`config.mk`:
```
export PLATFORM = sky130hd
export DESIGN_NAME = bcd_stopwatch
export DESIGN_NICKNAME = d
export VERILOG_FILES = /design/src/rtl/sw_pkg.sv /design/src/rtl/sw_rst_sync.sv /design/src/rtl/sw_prescaler.sv /design/src/rtl/sw_digit.sv /design/src/rtl/bcd_stopwatch.sv
export SDC_FILE = /design/constraint.sdc
export NUM_CORES = 1
export LEC_CHECK = 0
export CORE_AREA = 2 2 82 84
export CTS_CLUSTER_SIZE = 30
export DETAILED_ROUTE_END_ITERATION = 8
export DIE_AREA = 0 0 84 86
export MAX_ROUTING_LAYER = met4
export PLACE_DENSITY = 0.59
export SLEW_MARGIN = 10
export SYNTH_ARGS = -nofsm -noshare
export SYNTH_HDL_FRONTEND = slang
export SYNTH_HIERARCHICAL = 1
export SYNTH_SLANG_ARGS = --single-unit
```
`constraint.sdc`:
```
create_clock -name clk -period 1.4 [get_ports clk]
set_input_delay 0.28 -clock clk [delete_from_list [all_inputs] [get_ports clk]]
set_output_delay 0.28 -clock clk [all_outputs]
set_load 0.02 [all_outputs]
```
`src/rtl/sw_pkg.sv`:
```
package sw_pkg;
  localparam int unsigned DIGIT_W = 4;

  typedef logic [DIGIT_W-1:0] bcd_t;

  // Radix pattern 10,10,10,6,10,6: odd indices from 3 upward are mod-6.
  function automatic int unsigned digit_radix(input int unsigned idx);
    return ((idx >= 3) && (idx % 2 == 1)) ? 6 : 10;
  endfunction
endpackage

```
`src/rtl/sw_rst_sync.sv`:
```
module sw_rst_sync (
  input  logic clk,
  input  logic rst_n,
  output logic rst_n_sync
);
  logic [1:0] sync_q;

  always_ff @(posedge clk or negedge rst_n) begin
    if (!rst_n) sync_q <= 2'b00;
    else        sync_q <= {sync_q[0], 1'b1};
  end

  assign rst_n_sync = sync_q[1];
endmodule

```
`src/rtl/sw_prescaler.sv`:
```
module sw_prescaler #(
  parameter int unsigned DIV_RATIO = 30000
) (
  input  logic clk,
  input  logic rst_n,
  input  logic clear,
  input  logic run,
  output logic tick
);
  localparam int unsigned CNT_W = (DIV_RATIO > 2) ? $clog2(DIV_RATIO) : 1;
  localparam logic [CNT_W-1:0] LAST = CNT_W'(DIV_RATIO - 1);

  logic [CNT_W-1:0] cnt_q, cnt_d;
  logic             at_last;

  assign at_last = (cnt_q == LAST);

  always_comb begin
    cnt_d = cnt_q;
    if (clear)        cnt_d = '0;
    else if (run) begin
      if (at_last)    cnt_d = '0;
      else            cnt_d = cnt_q + 1'b1;
    end
  end

  always_ff @(posedge clk or negedge rst_n) begin
    if (!rst_n) cnt_q <= '0;
    else        cnt_q <= cnt_d;
  end

  assign tick = run & ~clear & at_last;
endmodule

```
`src/rtl/sw_digit.sv`:
```
module sw_digit
  import sw_pkg::*;
#(
  parameter int unsigned RADIX = 10
) (
  input  logic clk,
  input  logic rst_n,
  input  logic clear,
  input  logic advance,
  output bcd_t value,
  output logic at_last
);
  localparam bcd_t TOP = bcd_t'(RADIX - 1);

  bcd_t val_q, val_d;

  assign at_last = (val_q == TOP);

  always_comb begin
    val_d = val_q;
    if (clear)          val_d = '0;
    else if (advance) begin
      if (at_last)      val_d = '0;
      else              val_d = val_q + 1'b1;
    end
  end

  always_ff @(posedge clk or negedge rst_n) begin
    if (!rst_n) val_q <= '0;
    else        val_q <= val_d;
  end

  assign value = val_q;
endmodule

```
`src/rtl/bcd_stopwatch.sv`:
```
module bcd_stopwatch
  import sw_pkg::*;
#(
  parameter int unsigned DIV_RATIO  = 30000,
  parameter int unsigned NUM_DIGITS = 6
) (
  input  logic                          clk,
  input  logic                          rst_n,
  input  logic                          clear,
  input  logic                          run,
  output logic [DIGIT_W*NUM_DIGITS-1:0] time_bcd,
  output logic                          wrap_pulse
);
  localparam int unsigned TIME_W = DIGIT_W * NUM_DIGITS;

  logic                rst_n_int;
  logic                tick;
  logic [NUM_DIGITS:0] step_en;
  logic [NUM_DIGITS-1:0] last;
  logic                wrap_q, wrap_d;

  sw_rst_sync u_rst_sync (
    .clk        (clk),
    .rst_n      (rst_n),
    .rst_n_sync (rst_n_int)
  );

  sw_prescaler #(.DIV_RATIO(DIV_RATIO)) u_prescaler (
    .clk   (clk),
    .rst_n (rst_n_int),
    .clear (clear),
    .run   (run),
    .tick  (tick)
  );

  assign step_en[0] = tick;

  for (genvar g = 0; g < NUM_DIGITS; g++) begin : g_digit
    sw_digit #(.RADIX(digit_radix(g))) u_digit (
      .clk     (clk),
      .rst_n   (rst_n_int),
      .clear   (clear),
      .advance (step_en[g]),
      .value   (time_bcd[DIGIT_W*g +: DIGIT_W]),
      .at_last (last[g])
    );
    assign step_en[g+1] = step_en[g] & last[g];
  end

  assign wrap_d = step_en[NUM_DIGITS] & ~clear;

  always_ff @(posedge clk or negedge rst_n_int) begin
    if (!rst_n_int) wrap_q <= 1'b0;
    else            wrap_q <= wrap_d;
  end

  assign wrap_pulse = wrap_q;

  logic unused_w;
  assign unused_w = ^TIME_W;
endmodule

```
Word-level counts from Yosys, hierarchy flattened. Index checks and enable logic that the tools add are counted.

Equal/unequal tests: 7. Muxes and demuxes: 21. Reductions and logical operators: 7. Add/subtract/negate cells: 7. Bitwise logic cells: 10.

Operators with widths (count): $mux 4 (18); $mux 15 (3); $add 4x1->4 const B (6); $eq 4x4->1 const B (4); $add 15x1->15 const B (1); $eq 15x15->1 const B (1); $reduce_bool 2->1 (7); $and 1x1->1 (9); $eq 4x3->1 const B (2); $not 1->1 (1).

Input port bits: 4. Output and inout port bits: 25. Bits in registers: 42. Logic and storage cells: 61.

Longest topological paths before layout. Gate-level depths: netlist (run 1).

Word-level depth: 10. Mapped depth: 10. Mapped depth without buffers: 10.

Cells and area by module. The synthesis (run 1) kept the hierarchy.

By module, submodules not included: sw_digit (g_digit[0].u_digit ...) (area each 242.7 µm², times used 4, cells an instance 26, seq. area each 100.1 µm²); sw_prescaler (area each 912.1 µm², times used 1, cells an instance 94, seq. area each 375.4 µm²); sw_digit (g_digit[3].u_digit ...) (area each 220.2 µm², times used 2, cells an instance 22, seq. area each 100.1 µm²); bcd_stopwatch (area each 85.1 µm², times used 1, cells an instance 9, seq. area each 25.0 µm²); sw_rst_sync (area each 53.8 µm², times used 1, cells an instance 3, seq. area each 50.0 µm²).

Worst setup path after synthesis (run 1). OpenSTA, ideal clock, no wires.

Path kind: reg2reg. Start: register u_prescaler.cnt_q[0]. End: register g_digit[4].u_digit.val_q[2]. Data required time: 1.327 ns. Period minus slack after synthesis: 2.400 ns. Library setup time: 0.073 ns. Path buffers: 0. Slack: -1.000 ns. Stages on the path, launching flop included: 11. Data arrival time: 2.327 ns. Cell sequence: dfrtp_1 ha_1 and4b_1 nand4_1 nor2_1 nand4_2 inv_1 and2_1 nand2_1 or3b_1 a21oi_2.

Cells in the longest elaborated chain, start to end: 7.

RTL lines: start: declaration (line sw_prescaler.sv:13) `logic [CNT_W-1:0] cnt_q, cnt_d;`; start signal: assignment (line sw_prescaler.sv:29) `else cnt_q <= cnt_d;`; $eq 15x15->1 (line sw_prescaler.sv:16) `assign at_last = (cnt_q == LAST);`; $and 1x1->1 (line sw_prescaler.sv:32) `assign tick = run & ~clear & at_last;`; named net step_en[0] (line bcd_stopwatch.sv:18) `logic [NUM_DIGITS:0] step_en;`; $and 1x1->1 (3 in series) (line bcd_stopwatch.sv:47) `assign step_en[g+1] = step_en[g] & last[g];`; named net step_en[3] (line bcd_stopwatch.sv:18); $and 1x1->1 (line bcd_stopwatch.sv:47); named net step_en[4] (line bcd_stopwatch.sv:18); $reduce_bool 2->1 (no line); end signal: assignment (line sw_digit.sv:30) `else val_q <= val_d;`; end: declaration (line sw_digit.sv:15) `bcd_t val_q, val_d;`.

The timed path passes the listed nets, and every way through them passes these cells. A chain may end at the register's enable or synchronous reset.

Final worst setup path (run 1).
Start: register u_prescaler.cnt_q[9]. End: register g_digit[4].u_digit.val_q[2].

Same word-level chain as after synthesis.

==> metrics, run 1 <==
Worst-path clk slew=0.08 ns; cell row count=29; FMAX=0.4842 GHz; post-route ant nets=0; top cell type's share of synthesized area=42.68%; EDFF count, synth=0; Overflow after GRT=0; Crit Path Max Fanout=3; worst hold path type=input port to asynchronous set/reset pin; switching share of power=21.64%; Pleak=1.786 nW; Initial Util=39.23%; die width=84 um; library cells used by synthesis=50; core area=0.006277 mm^2; setup ws final=-0.6654 ns; WL/cell=13.78 um; initial antenna violation count=0; final core occ=58.14%; asr flop ratio synth=100.0%; gpl congestion=0.8307; max-cap violations=0; CTS tree=built; largest net degree at the start of global routing=34; final slew viol count=0; Seq pwr share=53.0%; TritonCTS Buffers=5; worst path required time=1.63 ns; mux cell area share after synthesis=0.4573%; cell with the most instances after synthesis=dfrtp_1; P_int=1.815 mW; mean post-synth cell area=9.694 um^2; Setup crit end kind=flip-flop; number of port buffers=28; CTS Buffer Depth=2; Synth Area in Adders=6.606%; critical-path cell list=and4bb_2 -> nand4_1 -> nor2_4 -> nand4_4 -> inv_4 -> and2_4 -> nand2_2 -> or3b_1 -> a21oi_2; failing checks=negative setup slack; Simple-Gate Fraction of Synth Area=27.95%; die area=0.007224 mm^2; largest cells by area after synthesis=dfrtp_1, ha_1, nand2_1, a21oi_1, nand3b_1; leading area contributor after synthesis=dfrtp_1; DR vias/cell=5.190; layout cell share with drive strength beyond 1=40.53%; Critical Path Start Type=flip-flop; RSZ-0062 raised after global routing=true; H-Tree Depth=2; TNS Setup=-16.73 ns; Syn Inst Count=254; Final period util=147.5%; status=complete, but fails checks; hold_buf cts=0; critical path type=flip-flop to flip-flop; register area share after synthesis=42.68%; Die Span Y=86 um; YS warnings=6; Max VDD drop=0.0004107 V; clock root buffer=clkbuf_8; Setup-failing EPs final=39; Synthesized Nets=271; drt first pass iters=4; initial DRC count=114; #FFs+latches synth=42; largest family of logic cells by synthesized area=simple AND/OR/NAND/NOR gates; reg-to-reg endpoint=g_digit[4].u_digit/value[2]$_DFFE_PN0P_; worst skew pair latency=0.29 ns; Worst Clk Skew=0.01121 ns; via count=2346; leading cell types by count after synthesis=dfrtp_1, nand2_1, a21oi_1; total wire length=6.229 mm; CP max stage delay=0.38 ns; Psw=501.2 uW; fin nets=391; cell area power density=634.6 mW/mm^2; reg2reg start=u_prescaler/cnt_q[9]$_DFFE_PN0P_; # clock sinks=42; Worst EP arrival=2.29 ns; Worst Reg-to-Reg Cells=9; Synth Flop Type=dfrtp_1; final count of hold timing violations=0; Synth Area in Compound Gates=18.14%; XOR/XNOR share of the synthesized area=0.3557%; global-route wire length before repair=10.50 mm; clock share of power=40.6%; Synth Cell Area=0.002462 mm^2; Antenna Cells=0; critical path's slowest cell=dfrtp_1; GRT Util Overall=18.45%; Comb pwr share=6.4%; vias in the first global route=2316; hpwl dp=4.450 mm; Post-route DRC=0; reg2reg setup slack=-0.67 ns; area delta synth->final=48.22%; IO Count=29; min Tclk post-route=2.065 ns
area by class of cell:
class	count	area (um^2)
clock buffers	7	76.32
flip-flops and latches	42	1051
fillers	532	2628
repair buffers	117	898.4
multi-input cells	192	1435
inverters	16	62.56
well taps	77	96.34
clock inverters	1	30.03
metal layers:
layer | vias up | routed length [um] | global-route usage [%]
li1 | 1179 | - | -
met1 | 1118 | 2858 | 23.12
met2 | 43 | 3038 | 30.55
met3 | 6 | 252 | 3.272
met4 | 0 | 80 | 5.865
met5 | - | 0 | -
how the worst max path moves through the flow:
stage / startpoint / end / slack (ns) / depth (start not counted)
final: u_prescaler/cnt_q[9]$_DFFE_PN0P_ / g_digit[4].u_digit/value[2]$_DFFE_PN0P_ / -0.67 / 9
after global routing: u_prescaler/cnt_q[1]$_DFFE_PN0P_ / g_digit[5].u_digit/value[3]$_DFFE_PN0P_ / -0.77 / 9
after CTS: u_prescaler/cnt_q[1]$_DFFE_PN0P_ / g_digit[4].u_digit/value[2]$_DFFE_PN0P_ / -0.61 / 10
after detailed placement: clear / g_digit[5].u_digit/value[3]$_DFFE_PN0P_ / -0.77 / 8
after global placement: clear / g_digit[5].u_digit/value[3]$_DFFE_PN0P_ / -0.70 / 8
after floorplan: u_prescaler/cnt_q[0]$_DFFE_PN0P_ / g_digit[4].u_digit/value[2]$_DFFE_PN0P_ / -0.78 / 10
metrics by stage:
step           area (um^2)  cells  hold slack (ns)  worst slack [ns]  power, mW
2_1_floorplan         2520    254         -0.01559           -0.7797      1.319
3_3_place_gp          3471    436           0.2376           -0.7015      1.387
3_5_place_dp          3471    436           0.2336           -0.7714      1.388
4_1_cts               3706    451           0.1354           -0.6084      2.349
5_1_grt               3650    452           0.1280           -0.7748      2.425
6_report              3650    452           0.1451           -0.6654      2.316
power by group through the flow:
| stage | Combinational (mW) | Clock (mW) | Sequential, mW |
|---|---|---|---|
| after floorplan | 0.0477 | 0 | 1.27 |
| after global placement | 0.136 | 0 | 1.25 |
| after detailed placement | 0.136 | 0 | 1.25 |
| after CTS | 0.148 | 0.973 | 1.23 |
| after global routing | 0.165 | 1.03 | 1.23 |
| final | 0.148 | 0.941 | 1.23 |
sequential cells by signal, indices dropped and copies added (netlist names):
signal                 count
u_prescaler/cnt_q         15
wrap_pulse                 1
g_digit.u_digit/value     24
u_rst_sync/sync_q          2
timing repair:
action,in CTS,in global routing
cloned,1,0
setup endpoints to repair,64,57
resized for setup,74,28
pin swaps,19,8
hold endpoints to repair,0,0
buffers inserted,7,3
cell families (layout without fill, tap and decap cells):
logic type,count (synthesis),count (layout)
xor+xnor,1,1
compound gates,65,65
simple gates,111,111
mux,1,1
flops,42,42
buf+inv,20,141
fa+ha+maj,13,13
other cells,1,1
placed cells by master, fill, tap and decap left out, types with 3 or more instances in the layout:
cell / count
nand3b_1: 12
buf_4: 78
nand2b_1: 11
inv_1: 15
a41oi_2: 3
nand3_1: 4
nand4_1: 4
o21ai_0: 7
and2_1: 3
ha_1: 12
clkbuf_2: 11
o211a_1: 3
a21oi_1: 15
a21oi_2: 9
or3b_1: 4
o21ai_1: 3
a21boi_0: 4
nand2_1: 29
buf_6: 11
clkbuf_8: 5
nor2_1: 3
nor3_1: 3
a31oi_1: 8
or3_1: 6
dfrtp_1: 42
dlygate4sd2_1: 5
nor4_1: 3
buf_2: 7
and4b_1: 5
critical path: cells and delay by family (launching register included):
family	cells	cell delay [ns]
AOI/OAI and AO/OA	1	0.12
and+or+nand+nor	7	1.42
buffers and inverters	1	0.09
DFF	1	0.38
Power figures use the tool's default switching activity.
==> run 2: changes to the inputs <==
Settings changed: TNS_END_PERCENT set to 100.
==> results of run 2 <==
The final DEF is identical to that of run 1; final timing and power are the same.
